[src/rtl/cpmon_pkg.sv]
package cpmon_pkg;
  localparam int FEBE_W = 3;
  localparam logic [FEBE_W-1:0] FEBE_CLEAN = 3'b111;
  localparam logic [FEBE_W-1:0] FEBE_BAD   = 3'b000;

  typedef enum logic [1:0] {
    SEL_LIVE_HI = 2'd0,
    SEL_LIVE_LO = 2'd1,
    SEL_SNAP_HI = 2'd2,
    SEL_SNAP_LO = 2'd3
  } rd_sel_e;
endpackage

[src/rtl/cpmon_pair_rd.sv]
// Byte-pair read helper: a high-byte read freezes the full value so the
// following low-byte read returns the matching half.
module cpmon_pair_rd #(
  parameter int BYTE_W = 8,
  localparam int CNT_W = 2 * BYTE_W
) (
  input  logic              clk,
  input  logic              rst_n,
  input  logic [CNT_W-1:0]  val,
  input  logic              rd_hi,
  input  logic              rd_lo,
  output logic [BYTE_W-1:0] hi_byte,
  output logic [BYTE_W-1:0] lo_byte,
  output logic              hold_armed,
  output logic [CNT_W-1:0]  hold_val
);
  always_ff @(posedge clk or negedge rst_n) begin
    if (!rst_n) begin
      hold_armed <= 1'b0;
      hold_val   <= '0;
    end else if (rd_hi) begin
      hold_armed <= 1'b1;
      hold_val   <= val;
    end else if (rd_lo) begin
      hold_armed <= 1'b0;
    end
  end

  assign hi_byte = val[CNT_W-1:BYTE_W];
  assign lo_byte = hold_armed ? hold_val[BYTE_W-1:0] : val[BYTE_W-1:0];

  // a high-byte read arms the hold with the value seen at that edge
  p_latch_r4: assert property (@(posedge clk) disable iff (!rst_n)
    rd_hi |=> (hold_armed && hold_val == $past(val)));
  // a low-byte read (without a high read) releases the hold
  p_release_r4: assert property (@(posedge clk) disable iff (!rst_n)
    (rd_lo && !rd_hi) |=> !hold_armed);
endmodule

[src/rtl/cpmon_live_ctr.sv]
// Reset-on-read live error counter with saturation and split-read credit.
module cpmon_live_ctr #(
  parameter int CNT_W = 16
) (
  input  logic             clk,
  input  logic             rst_n,
  input  logic             inc,
  input  logic             rd_clr,
  input  logic             hold_armed,
  input  logic [CNT_W-1:0] hold_val,
  output logic [CNT_W-1:0] cnt
);
  localparam logic [CNT_W-1:0] MAXV = '1;

  logic [CNT_W-1:0] cnt_q, base, nxt;

  always_comb begin
    base = cnt_q;
    if (rd_clr) base = hold_armed ? (cnt_q - hold_val) : '0;
    nxt = (inc && base != MAXV) ? base + CNT_W'(1) : base;
  end

  always_ff @(posedge clk or negedge rst_n) begin
    if (!rst_n) cnt_q <= '0;
    else        cnt_q <= nxt;
  end

  assign cnt = cnt_q;

  p_step_r1: assert property (@(posedge clk) disable iff (!rst_n)
    (inc && !rd_clr && cnt_q != MAXV) |=> cnt_q == $past(cnt_q) + CNT_W'(1));
  p_idle_r1: assert property (@(posedge clk) disable iff (!rst_n)
    (!inc && !rd_clr) |=> $stable(cnt_q));
  p_no_wrap_r6: assert property (@(posedge clk) disable iff (!rst_n)
    (cnt_q == MAXV && !rd_clr) |=> cnt_q == MAXV);
  p_collide_r5: assert property (@(posedge clk) disable iff (!rst_n)
    (rd_clr && !hold_armed && inc) |=> cnt_q == CNT_W'(1));
  p_clear_r3: assert property (@(posedge clk) disable iff (!rst_n)
    (rd_clr && !hold_armed && !inc) |=> cnt_q == '0);
endmodule

[src/rtl/cpmon_sec_acc.sv]
// Per-second tally and one-second snapshot.
module cpmon_sec_acc #(
  parameter int CNT_W = 16
) (
  input  logic             clk,
  input  logic             rst_n,
  input  logic             inc,
  input  logic             tick,
  output logic [CNT_W-1:0] snap
);
  localparam logic [CNT_W-1:0] MAXV = '1;

  logic [CNT_W-1:0] tally_q, snap_q, tally_sum;

  assign tally_sum = (inc && tally_q != MAXV) ? tally_q + CNT_W'(1) : tally_q;

  always_ff @(posedge clk or negedge rst_n) begin
    if (!rst_n) begin
      tally_q <= '0;
      snap_q  <= '0;
    end else if (tick) begin
      tally_q <= '0;
      snap_q  <= tally_sum;
    end else begin
      tally_q <= tally_sum;
    end
  end

  assign snap = snap_q;

  p_new_second_r7: assert property (@(posedge clk) disable iff (!rst_n)
    tick |=> tally_q == '0);
  p_snap_take_r7: assert property (@(posedge clk) disable iff (!rst_n)
    (tick && !inc) |=> snap_q == $past(tally_q));
  p_snap_still_r8: assert property (@(posedge clk) disable iff (!rst_n)
    !tick |=> $stable(snap_q));
  p_tally_cap_r6: assert property (@(posedge clk) disable iff (!rst_n)
    (tally_q == MAXV && !tick) |=> tally_q == MAXV);
endmodule

[src/rtl/cpmon_top.sv]
module cpmon_top
  import cpmon_pkg::*;
#(
  parameter int BYTE_W = 8
) (
  input  logic              clk,
  input  logic              rst_n,
  input  logic              frm_strobe,
  input  logic              cp_err,
  input  logic              sec_tick,
  input  logic              rd_en,
  input  logic [1:0]        rd_sel,
  output logic [BYTE_W-1:0] rd_data,
  output logic              febe_err,
  output logic [FEBE_W-1:0] febe_code
);
  localparam int CNT_W  = 2 * BYTE_W;
  localparam int NPAIR  = 2;

  logic             bad_frame;
  logic [CNT_W-1:0] live_cnt, snap_cnt;

  logic [CNT_W-1:0]  pair_val   [NPAIR];
  logic [BYTE_W-1:0] pair_hi    [NPAIR];
  logic [BYTE_W-1:0] pair_lo    [NPAIR];
  logic              pair_armed [NPAIR];
  logic [CNT_W-1:0]  pair_hold  [NPAIR];

  assign bad_frame = frm_strobe & cp_err;

  assign febe_err  = bad_frame;
  assign febe_code = bad_frame ? FEBE_BAD : FEBE_CLEAN;

  assign pair_val[0] = live_cnt;
  assign pair_val[1] = snap_cnt;

  for (genvar g = 0; g < NPAIR; g++) begin : g_pair
    cpmon_pair_rd #(.BYTE_W(BYTE_W)) i_pair (
      .clk        (clk),
      .rst_n      (rst_n),
      .val        (pair_val[g]),
      .rd_hi      (rd_en && rd_sel[1] == g[0] && !rd_sel[0]),
      .rd_lo      (rd_en && rd_sel[1] == g[0] &&  rd_sel[0]),
      .hi_byte    (pair_hi[g]),
      .lo_byte    (pair_lo[g]),
      .hold_armed (pair_armed[g]),
      .hold_val   (pair_hold[g])
    );
  end

  cpmon_live_ctr #(.CNT_W(CNT_W)) i_live (
    .clk        (clk),
    .rst_n      (rst_n),
    .inc        (bad_frame),
    .rd_clr     (rd_en && rd_sel == SEL_LIVE_LO),
    .hold_armed (pair_armed[0]),
    .hold_val   (pair_hold[0]),
    .cnt        (live_cnt)
  );

  cpmon_sec_acc #(.CNT_W(CNT_W)) i_acc (
    .clk   (clk),
    .rst_n (rst_n),
    .inc   (bad_frame),
    .tick  (sec_tick),
    .snap  (snap_cnt)
  );

  always_comb begin
    unique case (rd_sel_e'(rd_sel))
      SEL_LIVE_HI: rd_data = pair_hi[0];
      SEL_LIVE_LO: rd_data = pair_lo[0];
      SEL_SNAP_HI: rd_data = pair_hi[1];
      SEL_SNAP_LO: rd_data = pair_lo[1];
      default:     rd_data = '0;
    endcase
  end

  p_febe_mark_r9: assert property (@(posedge clk) disable iff (!rst_n)
    (frm_strobe && cp_err) |-> (febe_err && febe_code != FEBE_CLEAN));
  p_febe_quiet_r9: assert property (@(posedge clk) disable iff (!rst_n)
    !(frm_strobe && cp_err) |-> (!febe_err && febe_code == FEBE_CLEAN));
  p_snap_rd_r8: assert property (@(posedge clk) disable iff (!rst_n)
    (rd_en && rd_sel[1] && !sec_tick) |=> $stable(snap_cnt));
endmodule

[config.mk]
export PLATFORM = sky130hd
export DESIGN_NAME = cpmon_top
export DESIGN_NICKNAME = d
export VERILOG_FILES = /design/src/rtl/cpmon_pkg.sv /design/src/rtl/cpmon_pair_rd.sv /design/src/rtl/cpmon_live_ctr.sv /design/src/rtl/cpmon_sec_acc.sv /design/src/rtl/cpmon_top.sv
export SDC_FILE = /design/constraint.sdc
export NUM_CORES = 1
export LEC_CHECK = 0
export CORE_MARGIN = 3
export CORE_UTILIZATION = 30
export DETAILED_ROUTE_END_ITERATION = 16
export GPL_ROUTABILITY_DRIVEN = 0
export PLACE_DENSITY_LB_ADDON = 0.3
export SYNTH_ARGS = -nofsm -noshare
export SYNTH_HDL_FRONTEND = slang
export SYNTH_SLANG_ARGS = --single-unit
[constraint.sdc]
create_clock -name clk -period 4.55 [get_ports clk]
set_input_delay 1.1375 -clock clk [delete_from_list [all_inputs] [get_ports clk]]
set_output_delay 1.1375 -clock clk [all_outputs]
set_load 0.005 [all_outputs]
==> results.py <==
metrics = {
    "status": {
        "outcome": "completed",
    },
    "pwr": {
        "powerDensity_nw_per_um2": 648,
        "max-vdd-ir-drop_v": 0.000224,
        "leakage_nw": 2.29,
    },
    "finish": {
        "multi_input_area_sq_um": 2770,
        "diodes": 0,
        "fin_cells": 763,
        "nets": 574,
        "drive_above_1_share_pct": 12.1,
        "syn_to_final_growth_pct": 13.6,
        "finish.utilization_pct": 35.7,
        "seqCellArea_sq_um": 1850,
        "nFillCells": 1610,
    },
    "yosys": {
        "ys_types": 74,
        "syn_inst": 538,
        "async_flop_share_pct": 100,
        "ys_seq_elements": 74,
        "ys.flop_type": "dfrtp_1",
        "synth_edf_count": 0,
        "syn_nets": 565,
        "avgSynthCellArea_sq_um": 9.07,
        "yosys_warnings": 0,
        "synth.cell_area_sq_um": 4880,
        "synth_seq_area_share_pct": 37.9,
    },
    "cts": {
        "cts_resized": 0,
        "htreeDepth": 3,
        "clockRootBuffer": "clkbuf_16",
        "cts.sinks": 74,
        "cts.path.max_buffers": 2,
        "cts_buffers": 9,
        "post_cts_buffers": 0,
        "hold_buffers": 0,
        "cts.clk_slew.worst_paths_ps": 60,
        "clk_latency_ps": 330,
        "cts_tree": "done",
    },
    "floorplanning": {
        "dieWidth_um": 134,
        "row_count": 45,
        "start_util_pct": 31.4,
        "die_h_um": 134,
        "io_pins": 20,
        "design.core.area_sq_um": 15500,
        "fp.dieArea_sq_um": 17800,
    },
    "setup_path": {
        "r2r_start": "g_pair[0].i_pair.hold_val[0]",
        "cp.required_ps": 3410,
        "worstPathMaxFanout": 27,
        "cp-end-kind": "primary output",
        "rrSetupSlack_ps": 990,
        "path_class": "in2out",
        "r2r_end": "i_live.cnt[5]",
        "r2r_cells": 12,
        "arrival_ps": 2990,
        "crit_end": "rd_data[1]",
        "start_kind": "input port",
        "worstSetupStartpoint": "rd_sel[0]",
    },
    "timing": {
        "worst_slack_ps": 426,
        "slew_viol_final": 0,
        "slew_headroom_pct": 37.3,
        "setup_tns_ps": 0,
        "rsz0062_at_grt": "no",
        "period_share_pct": 90.6,
        "max_freq_mhz": 242,
        "setup_viol": 0,
        "tightestPinTransition_ps": 941,
        "finalClockSkew_ps": 7.84,
        "whs_ps": 504,
        "fin_crit_ps": 4120,
        "hold_viol": 0,
    },
    "grt": {
        "grt_pass1_vias": 3953,
        "grt_use_total_pct": 14.2,
        "grt_pass1_wl_mm": 20.3,
        "grt-ovfl-total": 0,
        "grt_max_degree": 75,
        "antenna_found_initial": 0,
    },
    "hold_path": {
        "hold_class": "reg2reg",
    },
    "placed_design": {
        "preCtsSetupSlack_ps": 435,
        "hpwl_mm": 9.08,
        "dp_cells": 747,
        "port_buffers": 19,
    },
    "routing": {
        "drc": 0,
        "drt_iter0_markers": 252,
        "drt_pass1_iterations": 5,
        "vias": 3934,
        "routed_wl_mm": 12.2,
        "wl_per_cell_um": 16.0,
        "ant_nets": 0,
        "drt-vias-per-instance": 5.16,
    },
    "flow_run": {
        "cap_violations": 0,
    },
}
## layer usage
layer / vias up / wire length [um] / track usage [%]
li1: 1925 / - / -
met1: 1926 / 5760 / 18.9
met2: 68 / 5870 / 23.4
met3: 15 / 354 / 2.61
met4: 0 / 215 / 4.86
met5: - / 0 / 0
## how the worst min path moves through the flow
stage | endpoint | from | slack [ps] | cells after the start
detailed placement | g_pair[1].i_pair.hold_val[0] | g_pair[1].i_pair.hold_val[0] | 490 | 1
floorplan | g_pair[1].i_pair.hold_val[0] | g_pair[1].i_pair.hold_val[0] | 470 | 1
global route | g_pair[1].i_pair.hold_val[4] | g_pair[1].i_pair.hold_val[4] | 530 | 1
global placement | g_pair[1].i_pair.hold_val[1] | g_pair[1].i_pair.hold_val[1] | 480 | 1
finish | g_pair[1].i_pair.hold_val[0] | g_pair[1].i_pair.hold_val[0] | 500 | 1
CTS | g_pair[1].i_pair.hold_val[0] | g_pair[1].i_pair.hold_val[0] | 500 | 1
## flip-flops by register name, summed over array words and instances, names as in the netlist
signal and cells:
g_pair.i_pair.hold_armed 2, i_acc.snap 16, i_acc.tally_q 16, g_pair.i_pair.hold_val 24, i_live.cnt 16
## through the flow
| stage | power [mW] | instance area (sq um) |
|---|---|---|
| after floorplan | 2.38 | 4880 |
| after global placement | 2.80 | 5240 |
| after detailed placement | 2.82 | 5240 |
| after CTS | 3.59 | 5540 |
| after global routing | 3.88 | 5540 |
| final | 3.60 | 5540 |
## power breakdown
part / internal [mW] / switching, mW
clock: 0.435 / 0.311
combinational: 0.765 / 1.13
sequential: 0.801 / 0.151
## area by class of cell
cell class | count | area share [%]
multi-input combinational | 410 | 49.9
sequential | 74 | 33.4
timing repair buffer | 30 | 4.87
tap | 211 | 4.76
clock buffer | 9 | 4.06
clock inverter | 7 | 1.49
inverter | 22 | 1.49
## cells by family after synthesis
group / Yosys count / share of synthesized area (%)
compound gates: 132 / 18.4
xor+xnor: 32 / 5.74
fa+ha+maj: 19 / 5.03
buf+inv: 54 / 5.33
flops: 74 / 37.9
mux: 30 / 7.10
simple gates: 197 / 20.4
## cells in the final DEF (no fill, tap or decap), types with 4 or more instances in the layout
master	n
a21o_1	8
a21oi_1	32
and2_1	5
and3_1	5
buf_4	12
clkbuf_16	9
clkdlybuf4s50_1	18
dfrtp_1	74
ha_1	18
inv_1	22
mux2_2	12
mux2i_1	14
nand2_1	61
nand2b_1	5
nand3_1	14
nand3b_1	4
nand4_1	7
nor2_1	56
nor2b_1	5
nor3_1	6
nor3_2	5
o211ai_1	9
o21a_1	4
o21ai_0	40
xnor2_1	22
xor2_1	10
## critical path, cell delays in order
cell             delay, ps
clkdlybuf4s50_1        540
buf_4                  300
mux4_2                 550
clkdlybuf4s50_1        460
## cells in the mapped netlist (10+ instances only)
cell	instances	area share [%]
mux2_2	12	2.8
nand2_1	61	4.7
inv_1	22	1.7
nand3_1	14	1.4
a21oi_1	32	3.3
xor2_1	10	1.8
nor2_1	56	4.3
xnor2_1	22	3.9
dfrtp_1	74	38
clkbuf_1	19	1.5
mux2i_1	14	2.9
ha_1	18	4.6
o21ai_0	40	4.1
Note: power is estimated with default switching activity, not from simulation.
